--- config.mk ---
export PLATFORM = sky130hd
export DESIGN_NAME = txseq_msg_tx
export DESIGN_NICKNAME = d
export VERILOG_FILES = /design/src/rtl/txseq_pkg.sv /design/src/rtl/txseq_ptr.sv /design/src/rtl/txseq_pktend.sv /design/src/rtl/txseq_line.sv /design/src/rtl/txseq_msg_tx.sv
export SDC_FILE = /design/constraint.sdc
export NUM_CORES = 1
export LEC_CHECK = 0
export CORE_ASPECT_RATIO = 1.4
export CORE_UTILIZATION = 45
export DETAILED_ROUTE_END_ITERATION = 12
export PLACE_DENSITY = 0.7
export SYNTH_ARGS = -nofsm -noshare
export SYNTH_HDL_FRONTEND = slang
export SYNTH_HIERARCHICAL = 1
export SYNTH_SLANG_ARGS = --single-unit
--- constraint.sdc ---
create_clock -name clk -period 5.7 [get_ports clk]
set_input_delay 1.14 -clock clk [delete_from_list [all_inputs] [get_ports clk]]
set_output_delay 1.14 -clock clk [all_outputs]
set_load 0.05 [all_outputs]
--- src/rtl/txseq_pkg.sv ---
package txseq_pkg;

    typedef enum logic [1:0] {
        S_IDLE   = 2'd0,
        S_PRIME  = 2'd1,
        S_STREAM = 2'd2
    } seq_state_t;

    // relative slot of the length word
    localparam int LEN_SLOT = 4;
    // CRC slot = length + this offset
    localparam int END_OFS  = 5;

endpackage

--- src/rtl/txseq_ptr.sv ---
module txseq_ptr #(
    parameter int AW = 10
) (
    input  logic          clk,
    input  logic          rst_n,
    input  logic          load,
    input  logic [AW-1:0] load_val,
    input  logic          adv,
    output logic [AW-1:0] addr
);

    always_ff @(posedge clk or negedge rst_n) begin
        if (!rst_n) begin
            addr <= '0;
        end else if (load) begin
            addr <= load_val;
        end else if (adv) begin
            addr <= addr + AW'(1);
        end
    end

endmodule

--- src/rtl/txseq_pktend.sv ---
module txseq_pktend #(
    parameter int AW = 10
) (
    input  logic          clk,
    input  logic          rst_n,
    input  logic          rd_vld,
    input  logic [AW-1:0] rd_rel,
    input  logic [AW-1:0] len_word,
    input  logic [AW-1:0] pkt_base,
    input  logic [AW-1:0] eom_addr,
    output logic          crc_hit,
    output logic          is_last,
    output logic [AW-1:0] next_base
);

    localparam logic [AW-1:0] LEN_REL = AW'(txseq_pkg::LEN_SLOT);
    localparam logic [AW-1:0] END_REL = AW'(txseq_pkg::END_OFS);

    logic [AW-1:0] len_q;
    logic [AW-1:0] end_rel;
    logic [AW-1:0] end_abs;

    // capture the length as its word goes by
    always_ff @(posedge clk or negedge rst_n) begin
        if (!rst_n) begin
            len_q <= '0;
        end else if (rd_vld && (rd_rel == LEN_REL)) begin
            len_q <= len_word;
        end
    end

    always_comb begin
        end_rel   = len_q + END_REL;
        end_abs   = pkt_base + end_rel;
        // len_q is only current once the length slot has passed
        crc_hit   = rd_vld && (rd_rel > LEN_REL) && (rd_rel == end_rel);
        is_last   = (end_abs == eom_addr);
        next_base = end_abs + AW'(1);
    end

endmodule

--- src/rtl/txseq_line.sv ---
module txseq_line #(
    parameter int          DW       = 16,
    parameter logic [DW-1:0] IDLE_PAT = 16'h7E7E
) (
    input  logic          clk,
    input  logic          rst_n,
    input  logic          word_vld,
    input  logic [DW-1:0] word,
    input  logic          tx_mode,
    input  logic          idle_en,
    output logic [DW-1:0] tx_data,
    output logic          tx_oe,
    output logic          tx_fill
);

    always_ff @(posedge clk or negedge rst_n) begin
        if (!rst_n) begin
            tx_data <= '0;
            tx_oe   <= 1'b0;
            tx_fill <= 1'b0;
        end else if (word_vld) begin
            tx_data <= word;
            tx_oe   <= 1'b1;
            tx_fill <= 1'b0;
        end else if (tx_mode && idle_en) begin
            tx_data <= IDLE_PAT;
            tx_oe   <= 1'b1;
            tx_fill <= 1'b1;
        end else begin
            tx_data <= '0;
            tx_oe   <= 1'b0;
            tx_fill <= 1'b0;
        end
    end

endmodule

--- src/rtl/txseq_msg_tx.sv ---
module txseq_msg_tx #(
    parameter int            AW       = 10,
    parameter int            DW       = 16,
    parameter int            IRQ_BIT  = 31,
    parameter logic [DW-1:0] IDLE_PAT = 16'h7E7E
) (
    input  logic          clk,
    input  logic          rst_n,
    input  logic          tx_mode,
    input  logic          start,
    input  logic          idle_en,
    input  logic          clr_en,
    input  logic [AW-1:0] msg_base,
    input  logic [AW-1:0] eom_addr,
    output logic          ram_rd,
    output logic [AW-1:0] ram_addr,
    input  logic [DW-1:0] ram_rdata,
    output logic [DW-1:0] tx_data,
    output logic          tx_oe,
    output logic          tx_fill,
    output logic          pkt_evt,
    output logic          start_clr,
    output logic          busy
);

    import txseq_pkg::*;

    // command is two words; AW must not exceed DW
    localparam int            IRQ_WORD = IRQ_BIT / DW;
    localparam int            IRQ_POS  = IRQ_BIT % DW;
    localparam logic [AW-1:0] IRQ_REL  = AW'(IRQ_WORD);

    seq_state_t    state, nxt;
    logic          start_q;
    logic          rd_vld;
    logic [AW-1:0] rd_rel;
    logic [AW-1:0] pkt_base;
    logic          irq_q;
    logic          go;
    logic          stop;
    logic          crc_hit;
    logic          is_last;
    logic [AW-1:0] next_base;

    assign go     = tx_mode && start && !start_q;
    assign stop   = crc_hit && (is_last || !start);
    assign ram_rd = (state == S_PRIME) || (state == S_STREAM);
    assign busy   = (state != S_IDLE);

    txseq_ptr #(.AW(AW)) u_ptr (
        .clk      (clk),
        .rst_n    (rst_n),
        .load     ((state == S_IDLE) && go),
        .load_val (msg_base),
        .adv      (ram_rd),
        .addr     (ram_addr)
    );

    txseq_pktend #(.AW(AW)) u_end (
        .clk       (clk),
        .rst_n     (rst_n),
        .rd_vld    (rd_vld),
        .rd_rel    (rd_rel),
        .len_word  (ram_rdata[AW-1:0]),
        .pkt_base  (pkt_base),
        .eom_addr  (eom_addr),
        .crc_hit   (crc_hit),
        .is_last   (is_last),
        .next_base (next_base)
    );

    txseq_line #(.DW(DW), .IDLE_PAT(IDLE_PAT)) u_line (
        .clk      (clk),
        .rst_n    (rst_n),
        .word_vld (rd_vld),
        .word     (ram_rdata),
        .tx_mode  (tx_mode),
        .idle_en  (idle_en),
        .tx_data  (tx_data),
        .tx_oe    (tx_oe),
        .tx_fill  (tx_fill)
    );

    // next state
    always_comb begin
        nxt = state;
        unique case (state)
            S_IDLE:   if (go) nxt = S_PRIME;
            S_PRIME:  nxt = S_STREAM;
            S_STREAM: if (stop) nxt = S_IDLE;
            default:  nxt = S_IDLE;
        endcase
    end

    // state register
    always_ff @(posedge clk or negedge rst_n) begin
        if (!rst_n) state <= S_IDLE;
        else        state <= nxt;
    end

    // datapath and pulse outputs
    always_ff @(posedge clk or negedge rst_n) begin
        if (!rst_n) begin
            start_q   <= 1'b0;
            rd_vld    <= 1'b0;
            rd_rel    <= '0;
            pkt_base  <= '0;
            irq_q     <= 1'b0;
            pkt_evt   <= 1'b0;
            start_clr <= 1'b0;
        end else begin
            start_q   <= start;
            pkt_evt   <= 1'b0;
            start_clr <= 1'b0;
            if (rd_vld && (rd_rel == IRQ_REL)) begin
                irq_q <= ram_rdata[IRQ_POS];
            end
            unique case (state)
                S_IDLE: begin
                    rd_vld <= 1'b0;
                    rd_rel <= '0;
                    if (go) pkt_base <= msg_base;
                end
                S_PRIME: begin
                    rd_vld <= 1'b1;
                    rd_rel <= '0;
                end
                S_STREAM: begin
                    if (crc_hit) begin
                        pkt_evt <= irq_q;
                        if (stop) begin
                            rd_vld    <= 1'b0;
                            start_clr <= is_last && clr_en && tx_mode;
                        end else begin
                            rd_rel   <= '0;
                            pkt_base <= next_base;
                        end
                    end else begin
                        rd_rel <= rd_rel + AW'(1);
                    end
                end
                default: rd_vld <= 1'b0;
            endcase
        end
    end

endmodule

==> key figures, run 1 <==
Power and ir drop
  • Max VDD drop: 0.000395 V
  • Psw: 1.25 mW
  • Power Density: 543 nW/um2
  • Leak: 2.21 nW
  • Pwr Total: 2.80 mW
  • Sequential power share: 0.245
  • Cell-internal power: 1.55 mW
  • Combinational Power Share: 0.548
  • Clock network fraction of design power: 0.207
  • Switch share: 0.447

Timing
  • Worst slew margin: 0.421
  • Tcrit/Tclk final: 0.772
  • Hold Fails Final Rpt: 0
  • Slew Limit Fails: 0
  • Final worst slack: 1.30 ns
  • Fin Setup TNS: 0 ns
  • Worst slew pin tran: 0.869 ns
  • Hold slack: 0.504 ns
  • Max Clk Rate: 0.227 GHz
  • RSZ-0062 raised after global routing: false
  • Period minus WS final: 4.40 ns
  • # setup viols final: 0
  • Clock skew: 0.00527 ns

Detailed routing
  • Post-Route WL: 9.89 mm
  • Initial DRC count: 223
  • Number of vias per cell: 5.64
  • Vias post-DR: 3370
  • First-pass DRT Iterations: 4
  • DR WL/cell: 16.6 um
  • DRC: 0
  • Remaining antenna violation count: 0

Hold path
  • Hold path start: irq_q$_DFFE_PN0P_
  • Hold path depth: 1
  • Worst Hold Class: flop to flop
  • WHS Endpoint: irq_q$_DFFE_PN0P_

Yosys
  • Post-synthesis area per instance: 9.80 um2
  • Library cells used by synthesis: 67
  • Commonest cells in the netlist: 65 x dfrtp_1, 49 x nand2_1, 25 x nor2_1, 25 x xor2_1, 22 x xnor2_1
  • #FFs+latches synth: 65
  • Synth Flop Type: dfrtp_1
  • Cells after Synth: 417
  • Register area share after synthesis: 0.398
  • Async set or reset register ratio after synthesis: 1.00
  • Top cells by area, synth: dfrtp_1 40%, xor2_1 5.4%, ha_1 5.2%, xnor2_1 4.7%, nand2_1 4.5%
  • Netlist Area Pre-Place: 4090 um2
  • Synthesis Warnings: 6
  • Number of synthesized flops with an enable pin: 0
  • Most numerous cell in the Yosys netlist: dfrtp_1
  • Synth top area share: 0.398
  • Synth Net Count: 477
  • Cell accounting for the most synthesized area: dfrtp_1

Place
  • Number of port buffers: 73
  • DP Area: 4850 um2
  • Final HPWL DP: 7.23 mm
  • Inst Count DP: 582
  • Dpl ws: 1.35 ns
  • GP Congestion: 0.912

Die
  • Die H: 115 um
  • Die width: 82.5 um
  • Num ports: 74
  • Rows: 40
  • Die area: 9470 um2
  • Starting density of the core: 0.469
  • Core area: 8710 um2

Global route
  • GR Overflow Total: 0
  • Largest net degree at the start of global routing: 66
  • Initial antenna violation count: 0
  • All-Layer GR Usage: 0.232
  • First-pass GRT wire length: 16.5 mm
  • Number of global-route vias before repair: 3433

CTS
  • Worst skew pair latency: 0.33 ns
  • CTS root buf: clkbuf_16
  • Clk slew on worst S/H paths: 0.05 ns
  • Postcts setup bufs: 0
  • H-tree depth: 3
  • Post-CTS sizing: 0
  • Hold-fix buffers, CTS: 0
  • CTS tree: done
  • CTS buffer count: 9
  • Clock sinks: 65
  • Max Root-Sink Buffers: 2

Finish
  • Antenna cells: 0
  • Final Core Density: 0.593
  • Post-Layout Cell Count: 597
  • Share of layout cells above drive strength 1: 0.114
  • Cell area after layout: 5160 um2
  • Area Growth Syn to Fin: 26.4%
  • Final #Nets: 548

Critical path
  • Worst r2r path cells: 13
  • FF-to-FF End: rd_rel[8]$_DFFE_PN0P_
  • CP arrival: 4.63 ns
  • Crit path launch type: flop
  • Cell Chain, Critical Path: ha_1 -> xnor2_1 -> ha_1 -> xor2_1 -> xor2_1 -> a2111oi_2 -> nand4_1 -> or4_1 -> nor4_2 -> nand2b_1 -> a31o_1 -> o21ai_0 -> o31ai_1
  • CP peak stage delay: 0.60 ns
  • Crit Path Max Fanout: 10
  • WS Path Type: flop to flop
  • Crit path required time: 5.93 ns
  • Slowest CP cell: or4_1
  • CP Capture Type: flop
  • R2r setup slk: 1.30 ns
  • Crit-path leading delay family: simple AND/OR/NAND/NOR gates
  • CP bufs+invs: 0
  • Critical R2R Launch: u_end/len_q[0]$_DFFE_PN0P_

Job
  • # Max-Cap Violations: 0

Outcome
  • Status: finished clean
[state kept, by name (all words and copies together), names as in the netlist]
register        count
u_end/len_q        10
start_q             1
rd_vld              1
irq_q               1
u_line/tx_oe        1
u_line/tx_data     16
state               2
rd_rel             10
start_clr           1
pkt_base           10
u_ptr/addr         10
pkt_evt             1
u_line/tx_fill      1
[metal layers]
metal	GRT usage	up-vias	part of all wire
li1	-	1621	-
met1	0.263	1634	0.40
met2	0.412	93	0.53
met3	0.0349	22	0.040
met4	0.122	0	0.030
met5	0	-	0
[worst max-delay path by stage]
stage | from | to | slack [ns] | cells after the start
4_1_cts | u_end/len_q[0]$_DFFE_PN0P_ | rd_rel[8]$_DFFE_PN0P_ | 1.36 | 13
5_1_grt | u_end/len_q[0]$_DFFE_PN0P_ | rd_rel[8]$_DFFE_PN0P_ | 1.05 | 13
6_report | u_end/len_q[0]$_DFFE_PN0P_ | rd_rel[8]$_DFFE_PN0P_ | 1.30 | 13
3_3_place_gp | eom_addr[6] | rd_rel[8]$_DFFE_PN0P_ | 1.43 | 11
2_1_floorplan | u_end/len_q[0]$_DFFE_PN0P_ | state[1]$_DFFE_PN0P_ | 1.92 | 15
3_5_place_dp | eom_addr[5] | rd_rel[8]$_DFFE_PN0P_ | 1.35 | 11
[placed cells by master (no fill, tap or decap), types with 2 or more instances in the layout]
| master | n |
|---|---|
| clkdlybuf4s50_1 | 72 |
| dfrtp_1 | 65 |
| nand2_1 | 49 |
| nor2_1 | 25 |
| xor2_1 | 25 |
| xnor2_1 | 22 |
| o21ai_0 | 19 |
| ha_1 | 17 |
| inv_1 | 15 |
| mux2_2 | 13 |
| nand3_1 | 12 |
| a21oi_1 | 12 |
| nand4_1 | 12 |
| mux2i_1 | 11 |
| a21oi_2 | 10 |
| clkbuf_16 | 9 |
| nor3_1 | 7 |
| and3_1 | 6 |
| and2_1 | 5 |
| o21ai_1 | 5 |
| or4_1 | 5 |
| nand2b_1 | 4 |
| o21a_1 | 4 |
| buf_4 | 4 |
| o211ai_1 | 4 |
| nor4_1 | 3 |
| a31oi_1 | 3 |
| o2111ai_1 | 3 |
| and4_1 | 3 |
| nor2b_1 | 2 |
| a21boi_1 | 2 |
| bufinv_16 | 2 |
| a21o_1 | 2 |
| a22oi_1 | 2 |
[kinds of logic after synthesis]
family,Yosys count,share of synthesized area
and+or+nand+nor,147,0.190
AOI/OAI and AO/OA,81,0.138
DFF,65,0.398
xor gates and xnor gates,49,0.110
buffers and inverters,33,0.0438
muxes,24,0.0628
adders and majority gates,18,0.0570
[layout make-up]
type | instances | area, um2
well taps | 105 | 131
multi-input cells | 319 | 2280
clock buffers | 10 | 229
fillers | 792 | 3540
repair buffers | 77 | 756
inverters | 16 | 60.1
clock inverters | 5 | 81.3
flip-flops and latches | 65 | 1630
[power groups by stage]
stage	combinational (mW)	sequential, mW	clock, mW
3_3_place_gp	1.49	0.692	0
6_report	1.54	0.687	0.581
4_1_cts	1.54	0.688	0.592
2_1_floorplan	0.960	0.880	0
5_1_grt	1.67	0.704	0.610
3_5_place_dp	1.52	0.692	0
Power figures use the tool's default switching activity.
==> inputs of run 2 (changes only) <==
==> constraint.sdc (replaced) <==
create_clock -name clk -period 4.1 [get_ports clk]
set_input_delay 0.82 -clock clk [delete_from_list [all_inputs] [get_ports clk]]
set_output_delay 0.82 -clock clk [all_outputs]
set_load 0.05 [all_outputs]
==> key figures, run 2 (synthesized netlist as in run 1, its figures left out) <==
Outcome
  • Status: finished clean

Global route
  • Largest net degree at the start of global routing: 46 (-30%)
  • First-pass GRT wire length: 17.3 mm (+5.1%)
  • Number of global-route vias before repair: 3482 (+1.4%)
  • Initial antenna violation count: 0 (unchanged)
  • All-Layer GR Usage: 0.248 (+0.0162)
  • GR Overflow Total: 0 (unchanged)

CTS
  • Max Root-Sink Buffers: 2 (unchanged)
  • CTS tree: done
  • CTS root buf: clkbuf_16
  • Clock sinks: 65 (unchanged)
  • Clk slew on worst S/H paths: 0.06 ns (about the same)
  • Hold-fix buffers, CTS: 0 (unchanged)
  • Worst skew pair latency: 0.33 ns (about the same)
  • H-tree depth: 3 (unchanged)
  • CTS buffer count: 9 (unchanged)

Finish
  • Antenna cells: 0 (unchanged)
  • Reg with most FFs: u_line/tx_data
  • Area Growth Syn to Fin: 31.1%
  • Largest register FFs: 16 (unchanged)
  • Final #Nets: 564 (+2.9%)
  • Share of layout cells above drive strength 1: 0.159 (+0.0453)
  • Area of the multi-input gates: 2330 um2 (+2.2%)
  • Commonest non-fill, non-tap cells in the layout: 72 x clkdlybuf4s50_1, 64 x dfrtp_1, 49 x nand2_1, 25 x nor2_1, 23 x xor2_1
  • Post-Layout Cell Count: 614 (+2.8%)
  • Fillers: 752 (-5.1%)
  • Commonest non-fill, non-tap cell in the layout: clkdlybuf4s50_1
  • FF/Latch Area: 1630 um2 (about the same)

Power and ir drop
  • Max VDD drop: 0.000506 V (+28%)
  • Power Density: 768 nW/um2 (+41%)
  • Leak: 2.31 nW (+4.4%)
  • Pwr Total: 4.11 mW (+47%)

Die
  • Num ports: 74 (unchanged)
  • Rows: 40 (unchanged)
  • Starting density of the core: 0.469 (unchanged)
  • Die H: 115 um (unchanged)
  • Core area: 8710 um2 (unchanged)
  • Die width: 82.5 um (unchanged)
  • Die area: 9470 um2 (unchanged)

Critical path
  • Crit path launch type: flop
  • Worst Setup EP: state[1]$_DFFE_PN0P_
  • CP Capture Type: flop
  • Critical R2R Launch: u_end/len_q[0]$_DFFE_PN0P_
  • R2r setup slk: 0.17 ns (-1.13 ns)
  • WS Path Type: flop to flop
  • FF-to-FF End: state[1]$_DFFE_PN0P_
  • CP arrival: 4.14 ns (-0.49 ns)
  • Crit Path Max Fanout: 5 (-5)
  • Worst r2r path cells: 12 (-1)
  • Crit path required time: 4.31 ns (-1.62 ns)
  • Worst setup path start: u_end/len_q[0]$_DFFE_PN0P_

Detailed routing
  • Initial DRC count: 131 (-41%)
  • Post-Route WL: 10.9 mm (+10%)
  • DRC: 0 (unchanged)
  • Vias post-DR: 3471 (+3.0%)
  • First-pass DRT Iterations: 5 (+1)
  • DR WL/cell: 17.8 um (+7.2%)
  • Number of vias per cell: 5.65 (+0.15%)
  • Remaining antenna violation count: 0 (unchanged)

Timing
  • # setup viols final: 0 (unchanged)
  • Hold slack: 0.509 ns (+0.00452 ns)
  • Tcrit/Tclk final: 0.959 (+0.187)
  • Worst slew margin: 0.300 (-0.121)
  • Clock skew: 0.00694 ns (+0.00168 ns)
  • Max Clk Rate: 0.254 GHz (+12%)
  • Period minus WS final: 3.93 ns (-0.469 ns)
  • Hold Fails Final Rpt: 0 (unchanged)
  • Slew Limit Fails: 0 (unchanged)
  • Worst slew pin tran: 1.05 ns (+0.181 ns)
  • Final worst slack: 0.170 ns (-1.13 ns)

Hold path
  • Worst Hold Class: flop to flop

Place
  • Inst Count DP: 598 (+2.7%)
  • Number of port buffers: 73 (unchanged)
  • Final HPWL DP: 8.12 mm (+12%)
  • GP Congestion: 0.918 (+0.70%)
  • Dpl ws: 0.0376 ns (-1.31 ns)

Job
  • # Max-Cap Violations: 0 (unchanged)
==> run 2: cell types whose count changed in the layout (fill, tap and decap cells not counted), sizes merged <==
cell      delta
buf         +16
clkinv       +2
inv          +2
bufinv       -1
clkbuf       -1
clkinvlp     -1
==> run 2: timing repair <==
item	CTS	global route
gates resized for setup	0	10
endpoints found under the setup margin	0	23
setup buffers	0	0
==> run 2: worst min-delay path by stage <==
stage                            startpoint                end  slack, ns  cells after the start
after global routing      irq_q$_DFFE_PN0P_  irq_q$_DFFE_PN0P_       0.54                      1
after CTS                 irq_q$_DFFE_PN0P_  irq_q$_DFFE_PN0P_       0.51                      1
after global placement    irq_q$_DFFE_PN0P_  irq_q$_DFFE_PN0P_       0.48                      1
final                     irq_q$_DFFE_PN0P_  irq_q$_DFFE_PN0P_       0.51                      1
after floorplan           irq_q$_DFFE_PN0P_  irq_q$_DFFE_PN0P_       0.47                      1
after detailed placement  irq_q$_DFFE_PN0P_  irq_q$_DFFE_PN0P_       0.50                      1
==> run 2: cell type report <==
class / instances / share of cell area
Sequential cell: 65 / 0.304
Multi-Input combinational cell: 319 / 0.435
Clock buffer: 9 / 0.0421
Inverter: 16 / 0.0112
Tap cell: 105 / 0.0245
Clock inverter: 7 / 0.0147
Timing Repair Buffer: 93 / 0.168
==> run 2: layer usage <==
layer  track usage  wire length (um)
met1         0.275              4340
met4        0.0931               245
met2         0.455              5990
met5             0                 0
met3        0.0516               326
==> run 2: where the power goes <==
part / switching [mW] / internal [mW]
Clock: 0.307 / 0.477
Sequential: 0.159 / 0.806
Combinational: 1.39 / 0.969
Total: 1.86 / 2.25
==> run 2: worst max-delay path: stages (launching register included) <==
cell and delay [ns]:
dfrtp_2 0.45, ha_4 0.28, fa_1 0.53, xor2_1 0.19, a311o_1 0.29, a2111oi_2 0.29, nand4_1 0.16, or4_4 0.59
nor4_4 0.29, nand2b_1 0.16, a21boi_1 0.08, a21oi_1 0.14, mux2_2 0.35
==> run 2: stage by stage <==
stage	setup TNS, ns	util	instance area, um2
floorplan	0	-	4090
global placement	0	0.574	5000
detailed placement	0	0.574	5000
CTS	0	0.609	5300
global route	-0.00596	0.615	5350
finish	0	0.615	5350
